`config.mk`:
```
export PLATFORM = sky130hd
export DESIGN_NAME = sad_dispatch
export DESIGN_NICKNAME = d
export VERILOG_FILES = /design/src/rtl/sad_pkg.sv /design/src/rtl/sad_mode_dec.sv /design/src/rtl/sad_role_map.sv /design/src/rtl/sad_cell_reg.sv /design/src/rtl/sad_dispatch.sv
export SDC_FILE = /design/constraint.sdc
export NUM_CORES = 1
export LEC_CHECK = 0
export BUFFER_PORTS_ARGS = -buffer_cell sky130_fd_sc_hd__buf_2
export CORE_MARGIN = 5
export CORE_UTILIZATION = 51
export CTS_CLUSTER_SIZE = 12
export DETAILED_ROUTE_END_ITERATION = 8
export HOLD_SLACK_MARGIN = 0.03
export PLACE_DENSITY = 0.82
export REMOVE_ABC_BUFFERS = 1
export SYNTH_ARGS = -nofsm -noshare
export SYNTH_HDL_FRONTEND = slang
export SYNTH_HIERARCHICAL = 1
export SYNTH_SLANG_ARGS = --single-unit
```
`constraint.sdc`:
```
create_clock -name clk -period 4.9 [get_ports clk]
set_clock_uncertainty 0.2 [all_clocks]
set_input_delay 0.245 -clock clk [delete_from_list [all_inputs] [get_ports clk]]
set_output_delay 0.245 -clock clk [all_outputs]
set_load 0.02 [all_outputs]
```
`src/rtl/sad_pkg.sv`:
```
package sad_pkg;

  typedef enum logic [2:0] {
    MODE_BCAST = 3'b000,
    MODE_DIAG  = 3'b001,
    MODE_ROW   = 3'b010,
    MODE_COL   = 3'b011,
    MODE_TRI   = 3'b100,
    MODE_TRISQ = 3'b101
  } sad_mode_e;

  typedef enum logic [1:0] {
    ROLE_IDLE = 2'd0,
    ROLE_MAIN = 2'd1,
    ROLE_DIAG = 2'd2,
    ROLE_SEC  = 2'd3
  } sad_role_e;

endpackage

```
`src/rtl/sad_mode_dec.sv`:
```
module sad_mode_dec
  import sad_pkg::*;
(
  input  logic [2:0] mode_raw,
  output sad_mode_e  mode
);

  // reserved codes fold onto broadcast
  always_comb begin
    case (mode_raw)
      3'b001:  mode = MODE_DIAG;
      3'b010:  mode = MODE_ROW;
      3'b011:  mode = MODE_COL;
      3'b100:  mode = MODE_TRI;
      3'b101:  mode = MODE_TRISQ;
      default: mode = MODE_BCAST;
    endcase
  end

endmodule

```
`src/rtl/sad_role_map.sv`:
```
module sad_role_map
  import sad_pkg::*;
#(
  parameter int ROW_IDX = 0,
  parameter int COL_IDX = 0,
  parameter int TRI_W   = 2
) (
  input  sad_mode_e mode,
  input  logic      row_hit,
  input  logic      col_hit,
  output sad_role_e role
);

  localparam bit ON_DIAG  = (ROW_IDX == COL_IDX);
  localparam bit ABOVE    = (COL_IDX > ROW_IDX);
  localparam bit IN_TRI_W = (COL_IDX < TRI_W);

  sad_role_e tri_role;

  // role inside a triangular region (diagonal at top-left)
  always_comb begin
    if (ON_DIAG)    tri_role = ROLE_DIAG;
    else if (ABOVE) tri_role = ROLE_MAIN;
    else            tri_role = ROLE_IDLE;
  end

  always_comb begin
    case (mode)
      MODE_DIAG:  role = ON_DIAG ? ROLE_DIAG : ROLE_MAIN;
      MODE_ROW:   role = row_hit ? ROLE_SEC : ROLE_MAIN;
      MODE_COL:   role = col_hit ? ROLE_SEC : ROLE_MAIN;
      MODE_TRI:   role = tri_role;
      MODE_TRISQ: role = IN_TRI_W ? tri_role : ROLE_SEC;
      default:    role = ROLE_MAIN;
    endcase
  end

endmodule

```
`src/rtl/sad_cell_reg.sv`:
```
module sad_cell_reg
  import sad_pkg::*;
#(
  parameter int OPW = 8
) (
  input  logic           clk,
  input  logic           rst_n,
  input  logic           load,
  input  sad_role_e      role,
  input  logic           masked,
  input  logic [OPW-1:0] main_op,
  input  logic [OPW-1:0] diag_op,
  input  logic [OPW-1:0] sec_op,
  output logic [OPW-1:0] op_q,
  output logic           en_q
);

  logic [OPW-1:0] op_d;
  logic           en_d;

  // next-state: idle or masked cells get NOP with enable low
  always_comb begin
    op_d = '0;
    en_d = 1'b0;
    if (!masked) begin
      case (role)
        ROLE_MAIN: begin op_d = main_op; en_d = 1'b1; end
        ROLE_DIAG: begin op_d = diag_op; en_d = 1'b1; end
        ROLE_SEC:  begin op_d = sec_op;  en_d = 1'b1; end
        default:   begin op_d = '0;      en_d = 1'b0; end
      endcase
    end
  end

  always_ff @(posedge clk or negedge rst_n) begin
    if (!rst_n) begin
      op_q <= '0;
      en_q <= 1'b0;
    end else if (load) begin
      op_q <= op_d;
      en_q <= en_d;
    end
  end

endmodule

```
`src/rtl/sad_dispatch.sv`:
```
module sad_dispatch
  import sad_pkg::*;
#(
  parameter int ROWS = 4,
  parameter int COLS = 4,
  parameter int OPW  = 8
) (
  input  logic                     clk,
  input  logic                     rst_n,
  input  logic                     valid_i,
  input  logic [2:0]               mode_i,
  input  logic [OPW-1:0]           main_op_i,
  input  logic [OPW-1:0]           diag_op_i,
  input  logic [OPW-1:0]           sec_op_i,
  input  logic [ROWS*COLS-1:0]     mask_i,
  input  logic [ROWS-1:0]          row_sel_i,
  input  logic [COLS-1:0]          col_sel_i,
  output logic [ROWS*COLS*OPW-1:0] cell_op_o,
  output logic [ROWS*COLS-1:0]     cell_en_o
);

  localparam int CELLS = ROWS * COLS;
  localparam int TRI_W = COLS / 2;

  // asynchronous assertion, synchronous release
  logic [1:0] rst_pipe;
  logic       rst_sync_n;

  always_ff @(posedge clk or negedge rst_n) begin
    if (!rst_n) rst_pipe <= 2'b00;
    else        rst_pipe <= {rst_pipe[0], 1'b1};
  end
  assign rst_sync_n = rst_pipe[1];

  sad_mode_e mode;

  sad_mode_dec u_dec (
    .mode_raw (mode_i),
    .mode     (mode)
  );

  for (genvar r = 0; r < ROWS; r++) begin : g_row
    for (genvar c = 0; c < COLS; c++) begin : g_col
      localparam int IDX = r * COLS + c;
      sad_role_e role;

      sad_role_map #(
        .ROW_IDX (r),
        .COL_IDX (c),
        .TRI_W   (TRI_W)
      ) u_map (
        .mode    (mode),
        .row_hit (row_sel_i[r]),
        .col_hit (col_sel_i[c]),
        .role    (role)
      );

      sad_cell_reg #(
        .OPW (OPW)
      ) u_cell (
        .clk     (clk),
        .rst_n   (rst_sync_n),
        .load    (valid_i),
        .role    (role),
        .masked  (mask_i[IDX]),
        .main_op (main_op_i),
        .diag_op (diag_op_i),
        .sec_op  (sec_op_i),
        .op_q    (cell_op_o[IDX*OPW +: OPW]),
        .en_q    (cell_en_o[IDX])
      );
    end
  end

endmodule

```
* After elaboration in Yosys (flattened, before gate mapping)
Cells that the tools add are included.
** Word-level totals
- Bits of input ports :: 54
- Output and inout port bits :: 144
- Word-level logic and storage cells :: 199
- Register bits :: 146
** Operators by class
- Mux-type cells :: 89
- Reduce and logical (&&, ||, !) cells :: 19
- Equality and inequality tests :: 58
** Operators with widths (number)
- 8-bit one-hot mux with 3 select lines :: 16
- 8-bit two-way mux :: 16
- 2-bit one-hot mux with 3 select lines :: 12
- 2-bit equality test (second input constant) :: 32
- 3-bit OR reduction :: 17
- 2-bit by 1-bit equality test with 1-bit output (second input constant) :: 16
- 1-bit two-way mux :: 32
- 2-bit one-hot mux with 4 select lines :: 3
- 2-bit two-way mux :: 8
- 3-bit one-hot mux with 5 select lines :: 1
- 3-bit by 2-bit equality test with 1-bit output (second input constant) :: 4
- 3-bit equality test (second input constant) :: 4
- 3-bit by 1-bit equality test with 1-bit output (second input constant) :: 2
- 2-bit one-hot mux with 2 select lines :: 1
- 2-bit OR reduction :: 2

* Depth between registers and ports, before layout
Gate-level depths: netlist (run 1).
- Word-level depth :: 9
- Mapped depth :: 8
- Depth with buffers taken out :: 6

* Modules after synthesis
Netlist (run 1), hierarchy kept.
** Modules (own cells, without submodules)
- sad_cell_reg :: sequential area each 225.2 µm², cells an instance 57, area an instance 580.6 µm², instances 16
- sad_role_map (g_row[0].g_col[2].u_map ...) :: sequential area each 0.0 µm², cells an instance 6, area an instance 43.8 µm², instances 5
- sad_role_map (g_row[1].g_col[0].u_map ...) :: sequential area each 0.0 µm², cells an instance 3, area an instance 28.8 µm², instances 5
- sad_role_map (g_row[2].g_col[2].u_map ...) :: sequential area each 0.0 µm², cells an instance 5, area an instance 38.8 µm², instances 2
- sad_role_map (g_row[0].g_col[0].u_map ...) :: sequential area each 0.0 µm², cells an instance 4, area an instance 35.0 µm², instances 2
- sad_dispatch :: sequential area each 50.0 µm², cells an instance 3, area an instance 53.8 µm², instances 1
- sad_role_map (g_row[3].g_col[2].u_map) :: sequential area each 0.0 µm², cells an instance 5, area an instance 41.3 µm², instances 1
- sad_role_map (g_row[0].g_col[1].u_map) :: sequential area each 0.0 µm², cells an instance 4, area an instance 33.8 µm², instances 1
- sad_mode_dec :: sequential area each 0.0 µm², cells an instance 3, area an instance 22.5 µm², instances 1

* Least setup slack after synthesis (run 1)
OpenSTA, ideal clock, no wires.
- Kind :: input to register
- Start :: in mode_i[0]
- End :: reg g_row[0].g_col[0].u_cell.op_q[6]
- Arrival :: 3.831 ns
- Data required time :: 4.604 ns
- Slack :: 0.774 ns
- Setup time :: 0.096 ns
- Path buffers :: 2
- Stages on the path :: 8
- Cell sequence :: a21boi_0 > o21bai_2 > nand3_1 > buf_6 > buf_12 > mux2i_1 > and2_4 > o32ai_2
** Between the ends
- Longest elaborated chain between the ends :: 8
- Elaborated cells between the ends (all ways) :: 18
- Classes of those cells :: eq/ne (13); mux (4); reduce/logical (1)
** Ends and longest elaborated chain
- start, declared :: line sad_dispatch.sv:11 : input logic [2:0] mode_i,
- 3-bit equality test (tied with other cells) :: line sad_mode_dec.sv:10 : case (mode_raw)
- 3-bit one-hot mux with 5 select lines * :: line sad_mode_dec.sv:10
- 3-bit by 1-bit equality test with 1-bit output / 3-bit equality test (equally long branches) :: line sad_role_map.sv:28 : case (mode)
- 3-bit OR reduction (no source line)
- 2-bit one-hot mux with 3 select lines * :: line sad_role_map.sv:28
- net g_row[0].g_col[0].role[0] :: line sad_dispatch.sv:45 : sad_role_e role;
- 2-bit equality test / 2-bit by 1-bit equality test with 1-bit output (equally long branches) :: line sad_cell_reg.sv:26 : case (role)
- 8-bit one-hot mux with 3 select lines * :: line sad_cell_reg.sv:26
- 8-bit two-way mux * :: line sad_cell_reg.sv:25 : if (!masked) begin
- end signal, assigned :: line sad_cell_reg.sv:40 : op_q <= op_d;
- end, declared :: line sad_cell_reg.sv:14 : output logic [OPW-1:0] op_q,
Mark *: on every way through the listed nets, which the timed path passes. The rest lies on a longest branch.
A chain may end at the register's enable or synchronous reset.

* Worst setup path in the final report (run 1)
- Start :: in mode_i[1]
- End :: reg g_row[1].g_col[1].u_cell.op_q[7]
** Between the ends
- Longest elaborated chain between the ends :: 8
- Elaborated cells between the ends (all ways) :: 18
- Classes of those cells :: eq/ne (13); mux (4); reduce/logical (1)
** Ends and longest elaborated chain
- 3-bit equality test (tied with other cells) :: line sad_mode_dec.sv:10
- 3-bit one-hot mux with 5 select lines * :: line sad_mode_dec.sv:10
- net mode[2] :: line sad_dispatch.sv:35 : sad_mode_e mode;
- 3-bit by 1-bit equality test with 1-bit output / 3-bit equality test (equally long branches) :: line sad_role_map.sv:28
- 3-bit OR reduction (no source line)
- 2-bit one-hot mux with 3 select lines * :: line sad_role_map.sv:28
- net g_row[1].g_col[1].role[0] :: line sad_dispatch.sv:45
- 2-bit equality test / 2-bit by 1-bit equality test with 1-bit output (equally long branches) :: line sad_cell_reg.sv:26
- 8-bit one-hot mux with 3 select lines * :: line sad_cell_reg.sv:26
- 8-bit two-way mux * :: line sad_cell_reg.sv:25
- end signal, assigned :: line sad_cell_reg.sv:40
- end, declared :: line sad_cell_reg.sv:14
Marked as above.

==> results of run 1 <==
==> area by class of cell <==
| class | instances | area (um^2) |
|---|---|---|
| tap | 265 | 332 |
| fill | 1694 | 7920 |
| timing repair buffer | 217 | 1180 |
| antenna | 2 | 5.00 |
| clock inverter | 13 | 171 |
| clock buffer | 19 | 453 |
| multi-input combinational | 614 | 5010 |
| sequential | 146 | 3660 |
| inverter | 160 | 601 |
==> state kept, by name, indices dropped and copies added (netlist names) <==
register and flops:
g_row.g_col.u_cell/en_q 16, rst_pipe 2, g_row.g_col.u_cell/op_q 128
==> tightest hold or removal path: cells and delay by family <==
kind	cells	cell delay, ns
compound gates	2	0.25
buf+inv	2	0.12
==> per-stage QoR <==
step | TNS [ns] | utilization | power, mW
floorplan | -3.72 | - | 1.99
global placement | 0 | 0.554 | 2.32
detailed placement | 0 | 0.554 | 2.35
CTS | 0 | 0.590 | 3.76
global route | 0 | 0.591 | 3.91
finish | 0 | 0.591 | 3.76
==> power groups by stage <==
stage / Combinational [mW] / Clock, mW / Sequential, mW
global placement: 0.902 / 0 / 1.42
global route: 1.02 / 1.47 / 1.41
CTS: 0.937 / 1.42 / 1.40
detailed placement: 0.926 / 0 / 1.42
finish: 0.945 / 1.41 / 1.40
floorplan: 0.440 / 0 / 1.55
==> path summary, 6_finish.rpt <==
| check | to | start | slack, ns |
|---|---|---|---|
| hold / removal | g_row[1].g_col[2].u_cell/en_q | mask_i[6] | 0.04 |
| hold reg to reg | rst_pipe[1] | rst_pipe[0] | 0.16 |
| min in group asynchronous | g_row[0].g_col[3].u_cell/en_q | rst_pipe[1] | 0.30 |
| setup reg to reg | g_row[2].g_col[0].u_cell/op_q[2] | rst_pipe[1] | 3.23 |
| max in group asynchronous | g_row[2].g_col[0].u_cell/op_q[2] | rst_pipe[1] | 3.23 |
| setup / recovery | g_row[1].g_col[1].u_cell/op_q[7] | mode_i[1] | 1.87 |
==> cell families after synthesis <==
logic type,count (synthesis),synth area share
AOI/OAI and AO/OA,295,0.237
muxes,134,0.135
buffers and inverters,230,0.131
other,7,0.00264
DFF,146,0.367
and+or+nand+nor,176,0.125
xor gates and xnor gates,2,0.00176
==> cells in the mapped netlist, drive strengths merged <==
master / number
clkbuf: 16
nor3b: 6
or3b: 1
conb: 7
inv: 160
and2b: 1
and3b: 2
buf: 54
nand4bb: 8
o21bai: 2
a211oi: 4
and2: 128
nand3b: 8
o211ai: 16
a21oi: 128
o21ai: 16
nand2b: 7
xor2: 2
nand3: 8
mux2i: 134
nand4b: 6
o32ai: 128
nor2b: 1
a21boi: 1
dfrtp: 146
==> layer usage <==
metal / GRT usage / up-vias / wire length (um)
li1: - / 3865 / -
met1: 0.382 / 4200 / 12900
met2: 0.426 / 488 / 14500
met3: 0.0575 / 101 / 2850
met4: 0.120 / 0 / 1240
met5: 0 / - / 0
==> repair_timing <==
action	4_1_cts	5_1_grt
endpoints found under the hold margin	16	0
hold buffers	7	0
resized for setup	0	0
==> results.md, run 1 <==
- Routed Antenna Nets: 0
- LEAKAGE: 5.18 nW
- Hold Crit Depth: 4
- CTS tree: done
- Core area: 19,300 um^2
- Via Count: 8,654
- Post-DP Area: 10,700 um^2
- CP Buf/Inv Count: 1
- WP data required: 5.00 ns
- Setup Viol. Count Final: 0
- Total setup buffers inserted after CTS: 0
- Clock power share: 0.375
- Clock tree buffer depth: 2
- CP max FO: 42
- Worst vdd ir: 0.000220 V
- Fraction of layout cells with a size suffix above 1: 0.260
- Yosys cell types: 31
- Yosys top cell area share: 0.367
- # placed instances: 1,395
- Worst-path clk slew: 0.07 ns
- Routability cong.: 0.825
- # nets final: 1,210
- Critical path arrival: 3.13 ns
- Critical path launch point type: input port
- Seq pwr share: 0.373
- Net switching power: 1.26 mW
- Slew headroom: 0.304
- Die Area: 22,400 um^2
- IO buf count: 197
- Fmax: 330 MHz
- Clk sink count: 146
- Clock Latency Late Sink: 0.43 ns
- Post-route DRC: 0
- Crit path max-delay family: compound AO/OA/AOI/OAI gates
- Setup CP Type: in -> reg
- Non-Filler Instances: 1,436
- Final WL: 31,500 um
- P&R area growth vs syn: 14.7%
- Tmin final: 3.03 ns
- Post-synthesis sequential area ratio: 0.367
- Final hold viol count: 0
- Dpl ws: 1.46 ns
- Worst R2R Path Depth: 1
- Vias per cell: 6.03
- Post-route cell area: 11,400 um^2
- Worst-Margin Slew: 1.04 ns
- Critical path, cell by cell: buf_2 -> and2b_2 -> o21bai_2 -> nand3_1 -> o211ai_4 -> o32ai_1
- Num ports: 198
- Pins Over Slew Limit: 0
- Levels on crit path: 6
- Outcome: finished, final reports clean
- Synth area leaders: dfrtp_1, mux2i_1, o32ai_1
- Combinational share of power: 0.252
- Hpwl dp: 18,900 um
- Max_cap viols: 0
- CTS Buf Count: 17
- Pin count of the biggest net entering global routing: 85
- Synth Register Bits: 146
- First-pass GRT wire length: 48,300 um
- Avg Cell Area, Syn: 10.1 um^2
- Mapped Cells: 990
- Vias in the first global route: 8,432
- Height of the die: 150 um
- DRT iter0 DRCs: 902
- Post-Syn Area: 9950 um^2
- Post-route setup slack: 1.87 ns
- Worst setup EP type: register
- Leading area contributor after synthesis: dfrtp_1
- Hold Slack: 0.0382 ns
- Min-delay worst type: in -> reg
- Initial Utilization: 0.515
- Slowest CP cell: nand3_1
- Mean routed wirelength per cell: 21.9 um
- Most common cell after layout, fill and taps aside: buf_2
- Grt ovf: 0
- Yosys Warn Count: 6
- Initial antenna violation count: 2
- Root buffer cell: clkbuf_16
- All-Layer GR Usage: 0.278
- RSZ-0062 raised after global routing: false
- Period utilization: 0.619
- Pwr Density: 329 nW/um^2
- Die width: 150 um
- Most frequent cells in the layout: buf_2, inv_1, dfrtp_1, mux2i_1, a21oi_1
- Rows: 51
- H-Tree Depth: 4
- Pint: 2.50 mW
- Worst path max stage delay: 0.78 ns
- Drt first pass iters: 7
- Switching portion of total power: 0.334
Note: power is estimated with default switching activity, not from simulation.
==> run 2: changes to the inputs <==
CORE_UTILIZATION = 56   (was 51)
PLACE_DENSITY = 0.85   (was 0.82)
clock period = 3.1 ns   (was 4.9 ns; I/O delays follow)
==> run 2 against run 1 <==
Compared with the run above: global-route usage is 2.3 points higher; critical path depth is 2 higher; non-clock buffer count rose by 33; largest cell class unchanged; sequential cell count stayed put; worst hold slack better by 0.046 ns; count of clock-buffer cells in the layout increased by 4; final area up 2.5%; sequential power up 57%; total power grew 61%; via count up 1.1%; highest routed layer unchanged; final cell count is 0.56% lower; sequential share of layout area decreased by 0.77 points.
==> results.md, run 2 (synthesis results as in run 1) <==
- Outcome: finished, final reports clean
- Mean routed wirelength per cell: 21.8 um
- First-pass GRT wire length: 48,100 um
- Height of the die: 143 um
- Routability cong.: 0.827
- Layout Utilization: 0.674
- Post-route DRC: 0
- Combinational share of power: 0.256
- Largest registers: g_row.g_col.u_cell/op_q: 128 flops, g_row.g_col.u_cell/en_q: 16 flops, rst_pipe: 2 flops
- All-Layer GR Usage: 0.301
- Setup CP Type: in -> reg
- # nets final: 1,243
- Worst vdd ir: 0.000407 V
- Period utilization: 0.766
- RSZ-0062 raised after global routing: false
- Worst-Margin Slew: 0.785 ns
- Max reg flops: 128
- Worst setup EP type: register
- Most common cell after layout, fill and taps aside: buf_2
- Hpwl dp: 18,800 um
- IO buf count: 197
- Clk sink count: 146
- Most frequent cells in the layout: buf_2, inv_1, dfrtp_1, mux2i_1, a21oi_1
- Pin count of the biggest net entering global routing: 78
- Rows: 48
- DRT iter0 DRCs: 862
- Fmax: 421 MHz
- Via Count: 8,753
- Total setup buffers inserted after CTS: 0
- WP data required: 3.21 ns
- Initial antenna violation count: 1
- CTS Buf Count: 17
- Final hold viol count: 0
- Clock Latency Late Sink: 0.42 ns
- Pint: 4.15 mW
- Clock tree buffer depth: 2
- Seq pwr share: 0.363
- Critical path arrival: 2.49 ns
- Routed Antenna Nets: 0
- Worst path max stage delay: 0.57 ns
- Pwr Density: 518 nW/um^2
- Die Area: 20,500 um^2
- Critical path launch point type: input port
- Max_cap viols: 0
- Setup_tns: 0 ns
- Slowest CP cell: dlygate4sd3_1
- Fraction of layout cells with a size suffix above 1: 0.267
- Critical path, cell by cell: buf_2 -> a21boi_4 -> mux2i_1 -> nor3b_2 -> buf_4 -> o211ai_4 -> o21ai_0 -> dlygate4sd3_1
- Largest Register: g_row.g_col.u_cell/op_q
- P&R area growth vs syn: 17.6%
- Grt ovf: 0
- Core area: 17,400 um^2
- Min-delay worst type: reg -> async
- Drt first pass iters: 5
- Root buffer cell: clkbuf_16
- Pins Over Slew Limit: 0
- Crit path max-delay family: compound AO/OA/AOI/OAI gates
- Initial Utilization: 0.573
- Final WL: 31,200 um
- H-Tree Depth: 4
- CP Buf/Inv Count: 3
- Worst-path clk slew: 0.06 ns
- Die width: 143 um
- Net switching power: 1.91 mW
- Tmin final: 2.37 ns
- Num ports: 198
- Clock power share: 0.381
- CP max FO: 26
- Vias per cell: 6.13
- Vias in the first global route: 8,695
- Switching portion of total power: 0.315
- Slew headroom: 0.475
- CTS tree: done
- Setup Viol. Count Final: 0
- LEAKAGE: 5.36 nW
-- run 2: cell count changes in the layout (fill, tap and decap cells not counted) --
cell | before | now
buf_12 | 2 | 4
buf_4 | 11 | 29
bufinv_16 | 3 | 5
clkbuf_1 | 0 | 3
clkbuf_8 | 2 | 3
clkinv_2 | 1 | 2
clkinv_4 | 2 | 1
clkinvlp_4 | 2 | 1
diode_2 | 2 | 1
dlygate4sd3_1 | 7 | 20
inv_6 | 5 | 0
-- run 2: stage by stage --
step	setup WS, ns	std cells	cell area [um^2]	total power, mW	hold WS, ns
floorplan	-1.96	920	9250	3.14	-0.341
global placement	0.484	1375	10800	3.69	-0.259
detailed placement	0.350	1375	10800	3.73	-0.257
CTS	0.763	1427	11700	6.06	0.104
global route	0.551	1428	11700	6.29	0.118
finish	0.727	1428	11700	6.06	0.0844
-- run 2: power groups by stage --
stage / clock network, mW / registers [mW] / logic [mW]
6_report: 2.31 / 2.20 / 1.55
5_1_grt: 2.41 / 2.22 / 1.67
4_1_cts: 2.33 / 2.20 / 1.53
3_5_place_dp: 0 / 2.23 / 1.50
3_3_place_gp: 0 / 2.22 / 1.46
2_1_floorplan: 0 / 2.45 / 0.695
-- run 2: final cells by class --
class                           instances  area, um^2
Tap cell                              225         282
Clock buffer                           23         478
Sequential cell                       146        3660
Multi-Input combinational cell        614        5010
Fill cell                            1362        5660
Clock inverter                          9         176
Antenna cell                            1        2.50
Inverter                              160         601
Timing Repair Buffer                  250        1490
-- run 2: final timing paths --
check / startpoint / to / slack (ns) / cells after the start
min reg2reg: rst_pipe[1] / g_row[0].g_col[3].u_cell/op_q[4] / 0.08 / 0
min in group clk: diag_op_i[3] / g_row[2].g_col[1].u_cell/op_q[3] / 0.13 / 3
max: mode_i[2] / g_row[2].g_col[0].u_cell/en_q / 0.73 / 8
max reg2reg: g_row[2].g_col[0].u_cell/en_q / g_row[2].g_col[0].u_cell/en_q / 1.71 / 3
min: rst_pipe[1] / g_row[0].g_col[3].u_cell/op_q[4] / 0.08 / 0
max in group asynchronous: rst_pipe[1] / g_row[1].g_col[1].u_cell/op_q[7] / 1.75 / 1
-- run 2: routing by layer --
layer / global-route usage / vias up / routed length, um
met5: 0 / - / 0
met4: 0.131 / 0 / 1180
met3: 0.0516 / 89 / 2840
met2: 0.478 / 495 / 14300
met1: 0.409 / 4237 / 12800
li1: - / 3932 / -
-- run 2: what timing repair did --
action                                  4_1_cts  5_1_grt
gates resized for setup                       0        0
hold buffers                                 20        0
endpoints found under the setup margin        0        0
hold endpoints to repair                    146        0
==> run 3: changes to the inputs <==
clock period = 2.27 ns   (was 3.1 ns; I/O delays follow)
==> run 3 against run 2 <==
Compared with the run above: sequential cell count unchanged; final cell count rose by 0.77%; highest routed layer unchanged; non-clock buffer count up 11; setup slack worse by 0.61 ns; utilization is 1.2 points higher; sequential power up 36%; combinational power rose by 43%; global-route usage grew 0.93 points.
==> results.md, run 3 (synthesis results as in run 1) <==
- Outcome: finished, final reports clean
- Worst vdd ir: 0.000550 V
- Non-Filler Instances: 1,439
- Worst-Margin Slew: 0.930 ns
- Most frequent cells in the layout: buf_2, inv_1, dfrtp_1, mux2i_1, a21oi_1
- LEAKAGE: 5.44 nW
- Min-delay worst type: in -> reg
- Worst setup EP type: register
- Routability cong.: 0.818
- CTS Buf Count: 17
- Layout Utilization: 0.686
- Hold Crit Depth: 3
- # nets final: 1,254
- Worst R2R Path Depth: 3
- P&R area growth vs syn: 19.7%
- Post-route cell area: 11,900 um^2
- Fraction of layout cells with a size suffix above 1: 0.274
- Setup_tns: 0 ns
- Height of the die: 143 um
- Clock Latency Late Sink: 0.42 ns
- Vias per cell: 6.24
- WP data required: 2.44 ns
- Clock tree buffer depth: 2
- Pwr Density: 674 nW/um^2
- DRT iter0 DRCs: 945
- RSZ-0062 raised after global routing: false
- Post-route DRC: 0
- Clk sink count: 146
- Drt first pass iters: 6
- Die Area: 20,500 um^2
- Pin count of the biggest net entering global routing: 145
- Tmin final: 2.15 ns
- Core area: 17,400 um^2
- Mean routed wirelength per cell: 22.1 um
- Fmax: 465 MHz
- Period utilization: 0.948
- Largest registers: g_row.g_col.u_cell/op_q: 128 flops, g_row.g_col.u_cell/en_q: 16 flops, rst_pipe: 2 flops
- Rows: 48
- First-pass GRT wire length: 49,300 um
- # fillers: 1,345
- Max_cap viols: 0
- Final hold viol count: 0
- Setup Viol. Count Final: 0
- CP max FO: 37
- Root buffer cell: clkbuf_16
- Post-layout power: 8.03 mW
- # placed instances: 1,385
- IO buf count: 197
- Post-DP Area: 11,100 um^2
- Via Count: 8,979
- Num ports: 198
- Initial Utilization: 0.573
- Vias in the first global route: 8,721
- CTS tree: done
- Hpwl dp: 19,200 um
- Die width: 143 um
- Most common cell after layout, fill and taps aside: buf_2
- Final WL: 31,800 um
- Grt ovf: 0
- Slew headroom: 0.380
- Largest Register: g_row.g_col.u_cell/op_q
- Initial antenna violation count: 0
- Critical path arrival: 2.32 ns
- Setup CP Type: in -> reg
- Worst-path clk slew: 0.06 ns
- Max reg flops: 128
- All-Layer GR Usage: 0.311
- Pins Over Slew Limit: 0
- Routed Antenna Nets: 0
- Critical path launch point type: input port
- H-Tree Depth: 4
run 3: cell count changes in the layout (fill, tap and decap cells not counted):
cell	before	now
buf_12	4	20
buf_4	29	23
bufinv_16	5	2
clkinv_2	2	5
clkinvlp_4	1	3
clkbuf_1	3	2
clkinv_4	1	0
dlygate4sd3_1	20	21
run 3: power by group:
part / internal (mW) / switching [mW] / total (mW)
Combinational: 0.852 / 1.37 / 2.22
Clock: 1.69 / 1.12 / 2.82
Sequential: 2.84 / 0.151 / 2.99
Total: 5.39 / 2.64 / 8.03
run 3: worst max-delay path: stages:
cell and delay [ns]:
buf_2 0.13, a21boi_4 0.19, buf_12 0.21, mux2i_1 0.11
nor3b_2 0.25, buf_12 0.20, mux2i_1 0.10, and2_4 0.19
o32ai_2 0.24, dlygate4sd3_1 0.58
run 3: final timing paths:
path / from / to / slack, ns
worst max-delay path: mode_i[1] / g_row[3].g_col[0].u_cell/op_q[6] / 0.12
worst min-delay path: diag_op_i[5] / g_row[0].g_col[0].u_cell/op_q[5] / 0.08
worst max register to register: g_row[3].g_col[0].u_cell/op_q[6] / g_row[3].g_col[0].u_cell/op_q[6] / 0.87
worst min register to register: rst_pipe[1] / g_row[1].g_col[3].u_cell/op_q[6] / 0.16
max in group asynchronous: rst_pipe[1] / g_row[3].g_col[2].u_cell/op_q[2] / 0.92
min in group asynchronous: rst_pipe[1] / g_row[1].g_col[3].u_cell/op_q[6] / 0.16
run 3: stage by stage:
step	worst slack, ns	hold slack [ns]
3_5_place_dp	0.0656	-0.300
5_1_grt	0.0310	0.0696
3_3_place_gp	0.186	-0.302
2_1_floorplan	-2.75	-0.382
4_1_cts	0.133	0.0511
6_report	0.119	0.0832
run 3: final cells by class:
class / instances / area, um^2 / area share
Antenna cell: 1 / 2.50 / 0.000210
Clock buffer: 22 / 474 / 0.0398
Clock inverter: 10 / 108 / 0.00903
Inverter: 160 / 601 / 0.0504
Multi-Input combinational cell: 614 / 5010 / 0.421
Sequential cell: 146 / 3660 / 0.307
Tap cell: 225 / 282 / 0.0236
Timing Repair Buffer: 261 / 1780 / 0.149
run 3: metal layers:
metal | global-route usage | vias up | share of wire
met5 | 0 | - | 0
met4 | 0.130 | 0 | 0.039
met3 | 0.0662 | 102 | 0.11
met2 | 0.487 | 593 | 0.46
met1 | 0.421 | 4323 | 0.39
li1 | - | 3961 | -
run 3: timing repair:
item                                   in CTS  in global routing
hold buffers                               21                  0
resized for setup                           0                  0
setup buffers                               0                  0
endpoints found under the hold margin     146                  0
